## src/rtl/spi_mem_pkg.sv

```systemverilog
package spi_mem_pkg;

   // Framing phase inside one chip-select burst
   typedef enum logic [1:0] {
      PH_CMD  = 2'd0,
      PH_ADDR = 2'd1,
      PH_DATA = 2'd2,
      PH_SKIP = 2'd3
   } phase_t;

endpackage

```

## src/rtl/spi_mem_sync.sv

```systemverilog
module spi_mem_sync #(
   parameter int               WIDTH   = 3,
   parameter int               STAGES  = 2,
   parameter logic [WIDTH-1:0] RST_VAL = '0
) (
   input  logic             clk,
   input  logic             rst_n,
   input  logic [WIDTH-1:0] din,
   output logic [WIDTH-1:0] dout
);

   logic [STAGES-1:0][WIDTH-1:0] q;

   always_ff @(posedge clk or negedge rst_n) begin
      if (!rst_n) begin
         for (int i = 0; i < STAGES; i++) q[i] <= RST_VAL;
      end else begin
         q[0] <= din;
         for (int i = 1; i < STAGES; i++) q[i] <= q[i-1];
      end
   end

   assign dout = q[STAGES-1];

endmodule

```

## src/rtl/spi_mem_shift.sv

```systemverilog
module spi_mem_shift #(
   parameter int WORD_W = 8
) (
   input  logic              clk,
   input  logic              rst_n,
   input  logic              sck_s,
   input  logic              cs_act,
   input  logic              mosi_s,
   input  logic              tx_load,
   input  logic [WORD_W-1:0] tx_data,
   output logic              byte_done,
   output logic [WORD_W-1:0] rx_word,
   output logic              miso
);

   localparam int              CNT_W = $clog2(WORD_W);
   localparam logic [CNT_W-1:0] LAST = CNT_W'(WORD_W - 1);

   logic              sck_q;
   logic [CNT_W-1:0]  cnt;
   logic [WORD_W-1:0] rx_sh;
   logic [WORD_W-1:0] tx_sh;
   logic              rise, fall;

   assign rise = sck_s & ~sck_q;
   assign fall = ~sck_s & sck_q;
   assign miso = tx_sh[WORD_W-1];

   always_ff @(posedge clk or negedge rst_n) begin
      if (!rst_n) begin
         sck_q     <= 1'b0;
         cnt       <= '0;
         rx_sh     <= '0;
         tx_sh     <= '0;
         rx_word   <= '0;
         byte_done <= 1'b0;
      end else begin
         sck_q     <= sck_s;
         byte_done <= 1'b0;
         if (!cs_act) begin
            cnt   <= '0;
            rx_sh <= '0;
            tx_sh <= '0;
         end else begin
            if (rise) begin
               rx_sh <= {rx_sh[WORD_W-2:0], mosi_s};
               if (cnt == LAST) begin
                  cnt       <= '0;
                  byte_done <= 1'b1;
                  rx_word   <= {rx_sh[WORD_W-2:0], mosi_s};
               end else begin
                  cnt <= cnt + 1'b1;
               end
            end
            if (tx_load)
               tx_sh <= tx_data;
            else if (fall && cnt != '0)
               tx_sh <= {tx_sh[WORD_W-2:0], 1'b0};
         end
      end
   end

endmodule

```

## src/rtl/spi_mem_ctrl.sv

```systemverilog
module spi_mem_ctrl
   import spi_mem_pkg::*;
#(
   parameter int                WORD_W = 8,
   parameter int                ADDR_W = 8,
   parameter logic [WORD_W-1:0] CMD_RD = 'h00,
   parameter logic [WORD_W-1:0] CMD_WR = 'h40
) (
   input  logic              clk,
   input  logic              rst_n,
   input  logic              cs_act,
   input  logic              byte_done,
   input  logic [WORD_W-1:0] rx_word,
   input  logic [WORD_W-1:0] rf_rdata,
   output logic [ADDR_W-1:0] rf_addr,
   output logic [WORD_W-1:0] rf_wdata,
   output logic              rf_we,
   output logic              rf_re,
   output logic              tx_load,
   output logic [WORD_W-1:0] tx_data
);

   localparam logic [ADDR_W-1:0] ONE = ADDR_W'(1);

   phase_t            phase;
   logic              dir_wr;
   logic [ADDR_W-1:0] ptr;
   logic              rd_pend;   // read-back after a write
   logic              cap_pend;  // read strobe in flight
   logic              ld_now;    // read data valid, load shifter
   logic              zero_ld;
   logic [ADDR_W-1:0] rx_addr;

   assign rx_addr = rx_word[ADDR_W-1:0];

   always_comb begin
      zero_ld = byte_done & cs_act &
                ((phase == PH_CMD) | (phase == PH_SKIP) |
                 ((phase == PH_ADDR) & dir_wr));
      tx_load = ld_now | zero_ld;
      tx_data = ld_now ? rf_rdata : '0;
   end

   always_ff @(posedge clk or negedge rst_n) begin
      if (!rst_n) begin
         phase    <= PH_CMD;
         dir_wr   <= 1'b0;
         ptr      <= '0;
         rd_pend  <= 1'b0;
         cap_pend <= 1'b0;
         ld_now   <= 1'b0;
         rf_addr  <= '0;
         rf_wdata <= '0;
         rf_we    <= 1'b0;
         rf_re    <= 1'b0;
      end else begin
         rf_we    <= 1'b0;
         rf_re    <= 1'b0;
         rd_pend  <= 1'b0;
         cap_pend <= 1'b0;
         ld_now   <= cap_pend & cs_act;
         if (!cs_act) begin
            phase <= PH_CMD;
         end else begin
            if (rd_pend) begin
               rf_re    <= 1'b1;
               cap_pend <= 1'b1;
               ptr      <= ptr + ONE;
            end
            if (byte_done) begin
               unique case (phase)
                  PH_CMD: begin
                     if (rx_word == CMD_RD) begin
                        phase  <= PH_ADDR;
                        dir_wr <= 1'b0;
                     end else if (rx_word == CMD_WR) begin
                        phase  <= PH_ADDR;
                        dir_wr <= 1'b1;
                     end else begin
                        phase  <= PH_SKIP;
                     end
                  end
                  PH_ADDR: begin
                     phase <= PH_DATA;
                     if (dir_wr) begin
                        ptr <= rx_addr;
                     end else begin
                        rf_re    <= 1'b1;
                        rf_addr  <= rx_addr;
                        cap_pend <= 1'b1;
                        ptr      <= rx_addr + ONE;
                     end
                  end
                  PH_DATA: begin
                     rf_addr <= ptr;
                     if (dir_wr) begin
                        rf_we    <= 1'b1;
                        rf_wdata <= rx_word;
                        rd_pend  <= 1'b1;
                     end else begin
                        rf_re    <= 1'b1;
                        cap_pend <= 1'b1;
                        ptr      <= ptr + ONE;
                     end
                  end
                  default: ;
               endcase
            end
         end
      end
   end

endmodule

```

## src/rtl/spi_mem_slave.sv

```systemverilog
module spi_mem_slave #(
   parameter int                SYNC_STAGES = 2,
   parameter int                WORD_W      = 8,
   parameter int                ADDR_W      = 8,
   parameter logic [WORD_W-1:0] CMD_RD      = 'h00,
   parameter logic [WORD_W-1:0] CMD_WR      = 'h40
) (
   input  logic              clk,
   input  logic              rst_n,
   input  logic              spi_sck,
   input  logic              spi_cs_n,
   input  logic              spi_mosi,
   output logic              spi_miso,
   output logic [ADDR_W-1:0] rf_addr,
   output logic [WORD_W-1:0] rf_wdata,
   output logic              rf_we,
   output logic              rf_re,
   input  logic [WORD_W-1:0] rf_rdata
);

   if (SYNC_STAGES < 0 || WORD_W < 2 || ADDR_W < 1 || ADDR_W > WORD_W ||
       CMD_RD == CMD_WR) begin : g_bad_cfg
      $error("spi_mem_slave: illegal parameter combination");
   end

   logic              sck_s, cs_n_s, mosi_s, cs_act;
   logic              byte_done, tx_load;
   logic [WORD_W-1:0] rx_word, tx_data;

   // Variant: zero stages for an SCK already in the system domain
   if (SYNC_STAGES == 0) begin : g_direct
      assign {sck_s, cs_n_s, mosi_s} = {spi_sck, spi_cs_n, spi_mosi};
   end else begin : g_sync
      logic [2:0] sync_bus;
      spi_mem_sync #(
         .WIDTH   (3),
         .STAGES  (SYNC_STAGES),
         .RST_VAL (3'b010)
      ) u_sync (
         .clk   (clk),
         .rst_n (rst_n),
         .din   ({spi_sck, spi_cs_n, spi_mosi}),
         .dout  (sync_bus)
      );
      assign {sck_s, cs_n_s, mosi_s} = sync_bus;
   end

   assign cs_act = ~cs_n_s;

   spi_mem_shift #(.WORD_W(WORD_W)) u_shift (
      .clk       (clk),
      .rst_n     (rst_n),
      .sck_s     (sck_s),
      .cs_act    (cs_act),
      .mosi_s    (mosi_s),
      .tx_load   (tx_load),
      .tx_data   (tx_data),
      .byte_done (byte_done),
      .rx_word   (rx_word),
      .miso      (spi_miso)
   );

   spi_mem_ctrl #(
      .WORD_W (WORD_W),
      .ADDR_W (ADDR_W),
      .CMD_RD (CMD_RD),
      .CMD_WR (CMD_WR)
   ) u_ctrl (
      .clk       (clk),
      .rst_n     (rst_n),
      .cs_act    (cs_act),
      .byte_done (byte_done),
      .rx_word   (rx_word),
      .rf_rdata  (rf_rdata),
      .rf_addr   (rf_addr),
      .rf_wdata  (rf_wdata),
      .rf_we     (rf_we),
      .rf_re     (rf_re),
      .tx_load   (tx_load),
      .tx_data   (tx_data)
   );

endmodule

```

## config.mk

```make
export PLATFORM = sky130hd
export DESIGN_NAME = spi_mem_slave
export DESIGN_NICKNAME = d
export VERILOG_FILES = /design/src/rtl/spi_mem_pkg.sv /design/src/rtl/spi_mem_sync.sv /design/src/rtl/spi_mem_shift.sv /design/src/rtl/spi_mem_ctrl.sv /design/src/rtl/spi_mem_slave.sv
export SDC_FILE = /design/constraint.sdc
export NUM_CORES = 1
export LEC_CHECK = 0
export BUFFER_PORTS_ARGS = -buffer_cell sky130_fd_sc_hd__buf_4
export CAP_MARGIN = 20
export CORE_UTILIZATION = 30
export DETAILED_ROUTE_END_ITERATION = 7
export RECOVER_POWER = 50
export SLEW_MARGIN = 20
export SYNTH_ARGS = -nofsm -noshare
export SYNTH_HDL_FRONTEND = slang
export SYNTH_SLANG_ARGS = --single-unit
```

## constraint.sdc

```tcl
create_clock -name clk -period 2.5 [get_ports clk]
set_clock_uncertainty 0.05 [all_clocks]
set_input_delay 0.25 -clock clk [delete_from_list [all_inputs] [get_ports clk]]
set_output_delay 0.25 -clock clk [all_outputs]
set_load 0.03 [all_outputs]
```

==> impl_metrics.env <==
export IMPL_finalSetupViolCount=0
export IMPL_post_route_util_pct=35.78
export IMPL_rsz0062_at_grt="false"
export IMPL_gr_usage_all_layers_pct=13.66
export IMPL_ant_nets=0
export IMPL_grt_pass1_vias=2308
export IMPL_firstDrtPassIters=4
export IMPL_cts_max_level=3
export IMPL_cts_path_max_buffers=2
export IMPL_cp_slowest_cell="a21oi_1"
export IMPL_drc=0
export IMPL_die_x_um=105.1
export IMPL_end_kind="register"
export IMPL_period_needed_ns=2.125
export IMPL_maxCapViolations=1
export IMPL_synth_edf_count=0
export IMPL_synth_area_um2=3191
export IMPL_syn_to_final_growth_pct=15.76
export IMPL_grt_overflow=0
export IMPL_die_area_um2=11050
export IMPL_tns_ns=0
export IMPL_combinationalPowerShare_pct=2.8
export IMPL_portBuffers=31
export IMPL_start_util_pct=30.91
export IMPL_critPathLaunchType="register"
export IMPL_wirelength_mm=7.005
export IMPL_max_freq_mhz=470.6
export IMPL_cp_num_cells=7
export IMPL_grt_first_pass_wirelength_mm=11.70
export IMPL_clk_pin_slew_ns=0.07
export IMPL_worstPathArrival_ns=2.36
export IMPL_seq_area_frac_synth_pct=50.27
export IMPL_drive_above_1_share_pct=14.87
export IMPL_dieHeight_um=105.1
export IMPL_place_gp_congestion=0.9164
export IMPL_switchingPower_uw=436.1
export IMPL_rr_worst_depth=7
export IMPL_synth_warning_count=0
export IMPL_nets=360
export IMPL_grt_max_degree=65
export IMPL_p_leak_nw=1.655
export IMPL_clock_latency_ns=0.34
export IMPL_clockPowerShare_pct=47.3
export IMPL_antennaDiodeCount=0
export IMPL_worstPathCellList="inv_1 > ha_1 > nand2_1 > nand2_1 > a21oi_4 > a21oi_1 > a22o_1"
export IMPL_cts_buffers=9
export IMPL_routedWlPerCell_um=14.62
export IMPL_criticalPathCategory="reg2reg"
export IMPL_max_slew_margin_pct=-4.588
export IMPL_avgSynthCellArea_um2=10.29
export IMPL_ios=32
export IMPL_final_max_slew_violation_count=65
export IMPL_max_stage_delay_ns=0.48
export IMPL_vias=2380
export IMPL_min_path_cells=2
export IMPL_p_seq_share_pct=49.9
export IMPL_final_cell_mix="62 x dfrtp_1, 47 x nand2_1, 26 x a21oi_1, 20 x clkbuf_1, 16 x nor2_1"
export IMPL_p_int_mw=1.683
export IMPL_violations="max-capacitance violations, max-slew violations"
export IMPL_async_flop_share_pct=100.0
export IMPL_swShare_pct=20.59
export IMPL_num_rows=37
export IMPL_root_buffer="clkbuf_8"
export IMPL_hp_class="in2reg"
export IMPL_n_fill_cell=1030
export IMPL_post_cts_buffers=0
export IMPL_yosysUniqueCellTypes=51
export IMPL_ys_ff_latch=64
export IMPL_cp_max_fo=13
export IMPL_power_density_nw_per_um2=573.6
export IMPL_via_per_inst=4.969
export IMPL_drt_iter0_drc=104
export IMPL_final_common_cell="dfrtp_1"
export IMPL_dpl_hpwl_mm=4.749
export IMPL_cts_sinks=64
export IMPL_synth_nets=332
export IMPL_min_period_over_period_pct=85.00
export IMPL_antenna_found_initial=0
export IMPL_core_um2=10320
export IMPL_crit_family="compound AO/OA/AOI/OAI gates"
export IMPL_worst_path_buf_inv=1
export IMPL_finalPower_mw=2.119
export IMPL_path_common_cell="nand2_1"
export IMPL_synth_cells=310
export IMPL_vdd_drop_max_uv=221.5
export IMPL_cp_required_ns=2.73
export IMPL_status="complete, but fails checks"
export IMPL_cts_tree="yes"
export IMPL_hold_violations=0
export IMPL_synth_ff_type="dfrtp_1"
export IMPL_worstMarginPinSlew_ns=1.569
per-layer routing:
layer	GRT usage (%)	part of all wire, %	vias up
met5	0	0	-
met4	6.539	2.5	0
met3	2.682	3.9	14
met2	21.57	48	53
met1	17.91	45	1159
li1	-	-	1154
synthesized netlist by cell type, drive strengths merged, types with 9 or more instances:
cell type / n / area, µm²
dfrtp: 62 / 1551
nand2: 47 / 176.4
a21oi: 27 / 146.4
nor2: 16 / 60.06
buf: 15 / 88.83
a22o: 14 / 122.6
mux2: 14 / 157.7
inv: 10 / 37.53
o21ai: 10 / 50.05
ha: 9 / 112.6
worst paths after layout:
path	slack [ns]	start	endpoint
max	0.37	u_ctrl.phase[1]$_DFFE_PN0P_	u_shift.tx_sh[5]$_DFFE_PN0P_
min	0.12	rf_rdata[0]	u_shift.tx_sh[0]$_DFFE_PN0P_
max reg2reg	0.37	u_ctrl.phase[1]$_DFFE_PN0P_	u_shift.tx_sh[5]$_DFFE_PN0P_
min reg2reg	0.30	g_sync.u_sync.q[0]$_DFF_PN0_	g_sync.u_sync.dout[0]$_DFF_PN0_
max in group asynchronous	0.67	rst_n	u_ctrl.ptr[3]$_DFFE_PN0N_
min in group asynchronous	0.77	rst_n	u_ctrl.ptr[2]$_DFFE_PN0N_
what timing repair did:
| action | CTS | global route |
|---|---|---|
| hold endpoints to repair | 65 | 0 |
| hold buffers | 4 | 0 |
| gates resized for setup | 0 | 0 |
state kept, by name, indices dropped and copies added (netlist names):
signal              count
u_ctrl.dir_wr           1
u_ctrl.rf_wdata         8
u_shift.cnt             3
g_sync.u_sync.q         3
g_sync.u_sync.dout      3
u_ctrl.ld_now           1
u_ctrl.phase            2
u_shift.tx_sh           8
u_shift.rx_sh           7
u_shift.sck_q           1
u_ctrl.rf_addr          8
u_ctrl.cap_pend         1
u_shift.rx_word         8
u_ctrl.rd_pend          1
u_ctrl.ptr              8
u_shift.byte_done       1
cell type report:
cell class                      instances  area, µm²  share of cell area, %
Sequential cell                        64       1604                  43.43
Timing Repair Buffer                   37      217.7                  5.894
Clock inverter                          3      65.06                  1.762
Clock buffer                           13      158.9                  4.302
Multi-Input combinational cell        216       1440                  38.99
Inverter                               10      37.54                  1.016
Tap cell                              136      170.2                  4.607
worst register-to-register path: stages, from the launching register on:
cell and delay (ns):
dfrtp_1 0.38, inv_1 0.10, ha_1 0.44, nand2_1 0.14, nand2_1 0.14, a21oi_4 0.10, a21oi_1 0.48, a22o_1 0.24
cells by family after synthesis:
| kind of cell | after synthesis | share of synthesized area, % |
|---|---|---|
| and+or+nand+nor | 102 | 15.96 |
| muxes | 21 | 7.137 |
| DFF | 64 | 50.27 |
| adders and majority gates | 9 | 3.529 |
| xor gates and xnor gates | 11 | 3.020 |
| AOI/OAI and AO/OA | 73 | 15.49 |
| buffers and inverters | 30 | 4.588 |
power by group through the flow:
stage | Clock (mW) | Sequential, mW | Combinational (mW)
after floorplan | 0 | 1.07 | 0.0223
after global placement | 0 | 1.08 | 0.0579
after detailed placement | 0 | 1.08 | 0.0581
after CTS | 1.03 | 1.06 | 0.0632
after global routing | 1.07 | 1.06 | 0.0693
final | 1.00 | 1.06 | 0.0599
metrics by stage:
stage,std cells,area (µm²),hold slack [ns],setup slack [ns]
floorplan,310,3191,-0.09559,0.8419
global placement,459,3500,0.2825,0.5263
detailed placement,459,3500,0.2863,0.3917
CTS,479,3764,0.1207,0.3791
global route,479,3694,0.1250,0.2464
finish,479,3694,0.1234,0.3749
No activity file was read; power rests on OpenSTA's default activity.
